**src/rtl/slow_sync_pkg.sv**
```systemverilog
// Package: shared constants and types for the slow-tick write synchronizer.
// Assumes a status word of at least 16 bits.
package slow_sync_pkg;
    // Status word bit positions decoded by software
    localparam int CMPL_BIT = 15;
    localparam int PEND_BIT = 14;

    // Which tick acts as the commit point
    typedef enum logic [0:0] {
        TICK_RAW       = 1'b0,
        TICK_PRESCALED = 1'b1
    } tick_src_e;
endpackage

```
**src/rtl/sws_tick_select.sv**
```systemverilog
// Module: sws_tick_select
// Picks the commit tick from the prescaled and raw tick enables.
// Assumes both inputs are one-cycle pulses in the clk domain.
module sws_tick_select
    import slow_sync_pkg::*;
(
    input  logic prescale_en,
    input  logic sec_tick,
    input  logic raw_tick,
    output logic tick_o
);
    tick_src_e src;

    // Decode the source and route the matching tick
    always_comb begin
        src = tick_src_e'(prescale_en);
        unique case (src)
            TICK_PRESCALED: tick_o = sec_tick;
            default:        tick_o = raw_tick;
        endcase
    end
endmodule

```
**src/rtl/sws_shadow_buf.sv**
```systemverilog
// Module: sws_shadow_buf
// Single-entry shadow for one slow-domain write: captures address and data
// when idle, holds them while pending, and flags commit on the next tick.
// Assumes wr_en is a one-cycle strobe; writes while pending are dropped.
module sws_shadow_buf #(
    parameter int NREG = 4,
    parameter int DW   = 16,
    parameter int AW   = 3
) (
    input  logic          clk,
    input  logic          rst_n,
    input  logic          wr_en,
    input  logic [AW-1:0] wr_addr,
    input  logic [DW-1:0] wr_data,
    input  logic          tick,
    output logic          pend_o,
    output logic          commit_o,
    output logic [AW-1:0] sh_addr_o,
    output logic [DW-1:0] sh_data_o
);
    localparam logic [AW-1:0] LAST_SLOW = AW'(NREG - 1);

    logic          pend_q;
    logic [AW-1:0] addr_q;
    logic [DW-1:0] data_q;
    logic          to_slow;
    logic          accept;

    // Classify the incoming write
    always_comb begin
        to_slow  = wr_en && (wr_addr <= LAST_SLOW);
        accept   = to_slow && !pend_q;
        commit_o = pend_q && tick;
    end

    // Pending flag: set on accept, cleared on commit
    always_ff @(posedge clk) begin
        if (!rst_n)        pend_q <= 1'b0;
        else if (commit_o) pend_q <= 1'b0;
        else if (accept)   pend_q <= 1'b1;
    end

    // Shadow storage: loads only when an accept occurs
    always_ff @(posedge clk) begin
        if (!rst_n) begin
            addr_q <= '0;
            data_q <= '0;
        end else if (accept) begin
            addr_q <= wr_addr;
            data_q <= wr_data;
        end
    end

    assign pend_o    = pend_q;
    assign sh_addr_o = addr_q;
    assign sh_data_o = data_q;


    accept_sets_pend_chk: assert property (@(posedge clk) disable iff (!rst_n)
        (wr_en && (wr_addr <= LAST_SLOW) && !pend_o) |=> pend_o);

    shadow_held_chk: assert property (@(posedge clk) disable iff (!rst_n)
        pend_o |=> ($stable(sh_addr_o) && $stable(sh_data_o)));

    pend_waits_tick_chk: assert property (@(posedge clk) disable iff (!rst_n)
        (pend_o && !tick) |=> pend_o);
endmodule

```
**src/rtl/sws_reg_bank.sv**
```systemverilog
// Module: sws_reg_bank
// Committed slow-domain register bank. A register changes only when a
// commit names it. Reads return committed values, 0 out of range.
module sws_reg_bank #(
    parameter int NREG = 4,
    parameter int DW   = 16,
    parameter int AW   = 3
) (
    input  logic          clk,
    input  logic          rst_n,
    input  logic          commit,
    input  logic [AW-1:0] c_addr,
    input  logic [DW-1:0] c_data,
    input  logic [AW-1:0] rd_addr,
    output logic [DW-1:0] rd_data
);
    logic [NREG*DW-1:0] flat;

    for (genvar g = 0; g < NREG; g++) begin : g_reg
        logic [DW-1:0] q;

        // One committed register, loaded when the commit targets it
        always_ff @(posedge clk) begin
            if (!rst_n)                              q <= '0;
            else if (commit && (c_addr == AW'(g)))   q <= c_data;
        end

        assign flat[g*DW +: DW] = q;
    end

    // Read multiplexer over the committed bank
    always_comb begin
        rd_data = '0;
        for (int i = 0; i < NREG; i++) begin
            if (rd_addr == AW'(i)) rd_data = flat[i*DW +: DW];
        end
    end


    bank_stable_chk: assert property (@(posedge clk) disable iff (!rst_n)
        !commit |=> $stable(flat));
endmodule

```
**src/rtl/sws_status.sv**
```systemverilog
// Module: sws_status
// Sticky complete flag with immediate write-one-to-clear, status word
// assembly and interrupt gating. Set wins over a same-edge clear.
// Assumes DW >= 16.
module sws_status
    import slow_sync_pkg::*;
#(
    parameter int NREG = 4,
    parameter int DW   = 16,
    parameter int AW   = 3
) (
    input  logic          clk,
    input  logic          rst_n,
    input  logic          commit,
    input  logic          pend,
    input  logic          wr_en,
    input  logic [AW-1:0] wr_addr,
    input  logic [DW-1:0] wr_data,
    input  logic          irq_en,
    output logic          cmpl_o,
    output logic          irq_o,
    output logic [DW-1:0] stat_word
);
    localparam logic [AW-1:0] STAT_ADDR = AW'(NREG);

    logic cmpl_q;
    logic clr;

    // Detect a write-one-to-clear of the complete bit
    always_comb clr = wr_en && (wr_addr == STAT_ADDR) && wr_data[CMPL_BIT];

    // Complete flag: commit sets it, clear resets it, set has priority
    always_ff @(posedge clk) begin
        if (!rst_n)      cmpl_q <= 1'b0;
        else if (commit) cmpl_q <= 1'b1;
        else if (clr)    cmpl_q <= 1'b0;
    end

    // Assemble status word and gate the interrupt
    always_comb begin
        stat_word           = '0;
        stat_word[CMPL_BIT] = cmpl_q;
        stat_word[PEND_BIT] = pend;
        irq_o               = cmpl_q && irq_en;
    end

    assign cmpl_o = cmpl_q;


    commit_sets_cmpl_chk: assert property (@(posedge clk) disable iff (!rst_n)
        commit |=> cmpl_o);

    clear_drops_cmpl_chk: assert property (@(posedge clk) disable iff (!rst_n)
        (wr_en && (wr_addr == STAT_ADDR) && wr_data[CMPL_BIT] && !commit) |=> !cmpl_o);

    cmpl_rise_cause_chk: assert property (@(posedge clk) disable iff (!rst_n)
        $rose(cmpl_o) |-> $past(pend));
endmodule

```
**src/rtl/slow_wr_sync.sv**
```systemverilog
// Module: slow_wr_sync (top)
// Bus-side write synchronizer for a slow-tick register bank. Slow writes
// pass through a one-entry shadow and commit on the selected tick. Status
// writes act at once. Assumes one-cycle ticks sampled in the clk domain.
module slow_wr_sync #(
    parameter  int NREG = 4,
    parameter  int DW   = 16,
    localparam int AW   = $clog2(NREG + 2)
) (
    input  logic          clk,
    input  logic          rst_n,
    input  logic          sec_tick,
    input  logic          raw_tick,
    input  logic          prescale_en,
    input  logic          cmpl_irq_en,
    input  logic          bus_wr,
    input  logic [AW-1:0] bus_addr,
    input  logic [DW-1:0] bus_wdata,
    output logic [DW-1:0] bus_rdata,
    output logic          write_pending,
    output logic          write_complete,
    output logic          cmpl_irq
);
    localparam logic [AW-1:0] STAT_ADDR = AW'(NREG);

    logic          tick;
    logic          commit;
    logic [AW-1:0] sh_addr;
    logic [DW-1:0] sh_data;
    logic [DW-1:0] bank_rd;
    logic [DW-1:0] stat_word;

    sws_tick_select u_tick (
        .prescale_en (prescale_en),
        .sec_tick    (sec_tick),
        .raw_tick    (raw_tick),
        .tick_o      (tick)
    );

    sws_shadow_buf #(.NREG(NREG), .DW(DW), .AW(AW)) u_shadow (
        .clk       (clk),
        .rst_n     (rst_n),
        .wr_en     (bus_wr),
        .wr_addr   (bus_addr),
        .wr_data   (bus_wdata),
        .tick      (tick),
        .pend_o    (write_pending),
        .commit_o  (commit),
        .sh_addr_o (sh_addr),
        .sh_data_o (sh_data)
    );

    sws_reg_bank #(.NREG(NREG), .DW(DW), .AW(AW)) u_bank (
        .clk     (clk),
        .rst_n   (rst_n),
        .commit  (commit),
        .c_addr  (sh_addr),
        .c_data  (sh_data),
        .rd_addr (bus_addr),
        .rd_data (bank_rd)
    );

    sws_status #(.NREG(NREG), .DW(DW), .AW(AW)) u_status (
        .clk       (clk),
        .rst_n     (rst_n),
        .commit    (commit),
        .pend      (write_pending),
        .wr_en     (bus_wr),
        .wr_addr   (bus_addr),
        .wr_data   (bus_wdata),
        .irq_en    (cmpl_irq_en),
        .cmpl_o    (write_complete),
        .irq_o     (cmpl_irq),
        .stat_word (stat_word)
    );

    // Read-back multiplexer: status word or committed bank (0 above map)
    always_comb begin
        if (bus_addr == STAT_ADDR) bus_rdata = stat_word;
        else                       bus_rdata = bank_rd;
    end


    raw_mode_no_sec_chk: assert property (@(posedge clk) disable iff (!rst_n)
        (!prescale_en && !raw_tick && write_pending) |=> write_pending);

    oob_read_zero_chk: assert property (@(posedge clk) disable iff (!rst_n)
        (bus_addr > STAT_ADDR) |-> (bus_rdata == '0));
endmodule

```
**config.mk**
```make
export PLATFORM = sky130hd
export DESIGN_NAME = slow_wr_sync
export DESIGN_NICKNAME = d
export VERILOG_FILES = /design/src/rtl/slow_sync_pkg.sv /design/src/rtl/sws_tick_select.sv /design/src/rtl/sws_shadow_buf.sv /design/src/rtl/sws_reg_bank.sv /design/src/rtl/sws_status.sv /design/src/rtl/slow_wr_sync.sv
export SDC_FILE = /design/constraint.sdc
export NUM_CORES = 1
export LEC_CHECK = 0
export BUFFER_PORTS_ARGS = -buffer_cell sky130_fd_sc_hd__buf_2
export CAP_MARGIN = 20
export CORE_MARGIN = 1
export CORE_UTILIZATION = 35
export DETAILED_ROUTE_END_ITERATION = 12
export PLACE_DENSITY = 0.5
export SYNTH_ARGS = -nofsm -noshare
export SYNTH_HDL_FRONTEND = slang
export SYNTH_HIERARCHICAL = 1
export SYNTH_SLANG_ARGS = --single-unit
```
**constraint.sdc**
```tcl
create_clock -name clk -period 2.7 [get_ports clk]
set_clock_uncertainty 0.15 [all_clocks]
set_input_delay 0.27 -clock clk [delete_from_list [all_inputs] [get_ports clk]]
set_output_delay 0.27 -clock clk [all_outputs]
set_load 0.01 [all_outputs]
```
==> results.txt <==
run status: finished clean
layout cells sized above 1: 20.4%
crit path kind: input pin to output port
routed vias/inst: 4.80
clock tree buffer depth: 2
RSZ-0062 raised after global routing: false
first-pass GRT wire length: 14.2 mm
Netlist Area Pre-Place: 4050 um^2
sequential area share after synthesis: 42.0%
post-synth cell types: 27
die area: 12000 um^2
post-DP HPWL: 5.46 mm
clk_lat worst skew: 0.33 ns
# diodes: 0
routed via count: 2839
Period minus WS final: 1.94 ns
P&R area growth vs syn: 13.9%
VDD IR max: 0.000300 V
clock sinks: 85
Synth Area in Compound Gates: 2.93%
root buf cell: clkbuf_16
internal power: 2090 uW
Synth Register Bits: 85
Crit. End Element: output port
sequential power share: 47.8%
Required @ worst endpoint: 2.28 ns
Synth Area in XOR/XNOR: 0%
switching share of power: 22.3%
Tightest Hold Check Type: input pin to flop
largest net degree at the start of global routing: 64
internal reg-to-reg setup slack: 0.83 ns
Buffers on Ports: 44
CP Buf/Inv Count: 4
fin crit share: 71.9%
TritonCTS clock tree: yes
Initial Utilization: 36.6%
max incr delay on CP: 0.35 ns
GRT Util Overall: 15.6%
CP top delay family: buffers and inverters
vias in the first global route: 2756
max cap viols: 0
area post-placement: 4310 um^2
cell area after layout: 4610 um^2
setup TNS: 0 ns
Post-Layout Cell Count: 592
GRT overflow: 0
dpl ws: 0.721 ns
Ports: 45
CP max-delay cell: mux2_2
Psw: 599 uW
adder-cell share of the synthesized area: 0%
simple-gate share of the synthesized area: 14.0%
Ys Warns: 6
Placed Cells: 576
Die Ht: 110 um
Most Frequent Cell on Critical Path: buf_2
Tot Pwr: 2690 uW
Cells after Synth: 414
largest family of logic cells by synthesized area: multiplexers
initial antenna violation count: 0
Pre-antenna DRT Iters: 4
Mapped Avg Cell Area: 9.79 um^2
post-DR wirelength/cell: 14.4 um
1st-iter DRT viols: 54
die width: 110 um
worst path cell trace: buf_2 -> buf_12 -> nor3b_4 -> buf_4 -> mux2_2 -> buf_2
core area: 11100 um^2
Leakage Power: 0.00212 uW
Worst Path Arrival: 1.52 ns
final worst slack: 0.759 ns
fin. max-slew vios: 0
mux contribution to synthesized area: 33.0%
Cell Pwr Density: 583 nW/um^2
Clock Pin Slew Worst Setup and Hold Paths: 0.06 ns
ANT nets after route: 0
CTS H-tree depth: 3
clock power share: 45.1%
Worst setup SP type: input pin
Combinational Power Share: 7.2%
f_max: 0.515 GHz
DRC viols: 0
Max FO, Critical Path: 35
Final Setup Violations: 0
GPL Wtd Cong: 0.683
commonest non-fill, non-tap cells in the layout: 117 x nand2_1, 114 x mux2i_1, 85 x dfxtp_1
Hold Violations, Final: 0
CTS buffer count: 9
post-CTS sizing: 0
drt total wl: 8.52 mm
FP Rows: 38
Final nets: 474
commonest non-fill, non-tap cell in the layout: nand2_1
==> logic make-up after synthesis <==
kind of cell,after synthesis
AO/OA/AOI/OAI,19
flip-flops,85
other,1
buffers and inverters,48
AND/OR/NAND/NOR,130
multiplexers,131
==> flip-flops by register name (all words and copies together), names as in the netlist <==
register,count
u_bank/g.q,64
u_shadow/pend_o,1
u_shadow/sh_data_o,16
u_shadow/sh_addr_o,3
u_status/cmpl_o,1
==> power by group through the flow <==
stage	Sequential, uW	Combinational, uW	Clock, uW
floorplan	1310	152	0
global placement	1310	192	0
detailed placement	1310	194	0
CTS	1280	195	1240
global route	1290	212	1300
finish	1280	192	1210
==> routing by layer <==
| layer | vias to the layer above | GRT usage (%) | wire length, um | part of all wire (%) |
|---|---|---|---|---|
| met5 | - | 0 | 0 | 0 |
| met4 | 0 | 5.71 | 106 | 1.2 |
| met3 | 9 | 3.20 | 258 | 3.0 |
| met2 | 43 | 23.5 | 3680 | 43 |
| met1 | 1343 | 21.9 | 4480 | 53 |
| li1 | 1444 | - | - | - |
==> layout make-up <==
class	count	area, um^2
clock buffers	11	243
clock inverters	4	48.8
fillers	1104	6460
multi-input cells	294	2090
flip-flops and latches	85	1700
well taps	140	175
repair buffers	58	355
==> tightest hold or removal path, cell delays in order <==
cell and delay (ns):
buf_2 0.09, nand2_1 0.04, mux2i_1 0.05
==> synthesized netlist by cell type <==
library cell  number  area (um^2)
a31oi_1            1         6.26
and2_1             2         12.5
buf_12             1         20.0
buf_2              9         45.0
buf_4             18          135
buf_6              5         56.3
buf_8              1         15.0
clkbuf_1          14         52.6
conb_1             1         3.75
dfxtp_1           85         1700
mux2_2            16          180
mux2_4             1         15.0
mux2i_1          114         1140
nand2_1          117          439
nand2b_1           1         6.26
nand4b_1           1         8.76
nand4bb_1          1         11.3
nor2_1             1         3.75
nor2b_1            1         6.26
nor3b_4            2         37.5
nor4b_2            1         15.0
nor4bb_1           1         10.0
o21a_1             1         7.51
o21ai_0            1         5.00
o22ai_1           16          100
or2_1              1         6.26
or4b_1             1         10.0
==> what timing repair did <==
action | CTS | global route
hold endpoints to repair | 1 | 0
endpoints found under the setup margin | 0 | 0
hold buffers | 1 | 0
buffers inserted | 0 | 0
==> path summary, 6_finish.rpt <==
path                             start                    end  depth (start not counted)
hold reg to reg   u_bank/g_reg[1].q[6]   u_bank/g_reg[1].q[6]                          2
setup / recovery           bus_addr[1]           bus_rdata[7]                          6
hold / removal            bus_wdata[4]  u_shadow/sh_data_o[4]                          3
setup reg to reg       u_shadow/pend_o   u_bank/g_reg[1].q[0]                          4
==> stage by stage <==
stage / hold WS [ns] / utilization [%]
after CTS: 0.0218 / 41.6
after floorplan: 0.220 / -
after global routing: 0.0245 / 41.6
final: 0.0269 / 41.6
after global placement: 0.292 / 38.9
after detailed placement: 0.298 / 38.9
Power figures use the tool's default switching activity.
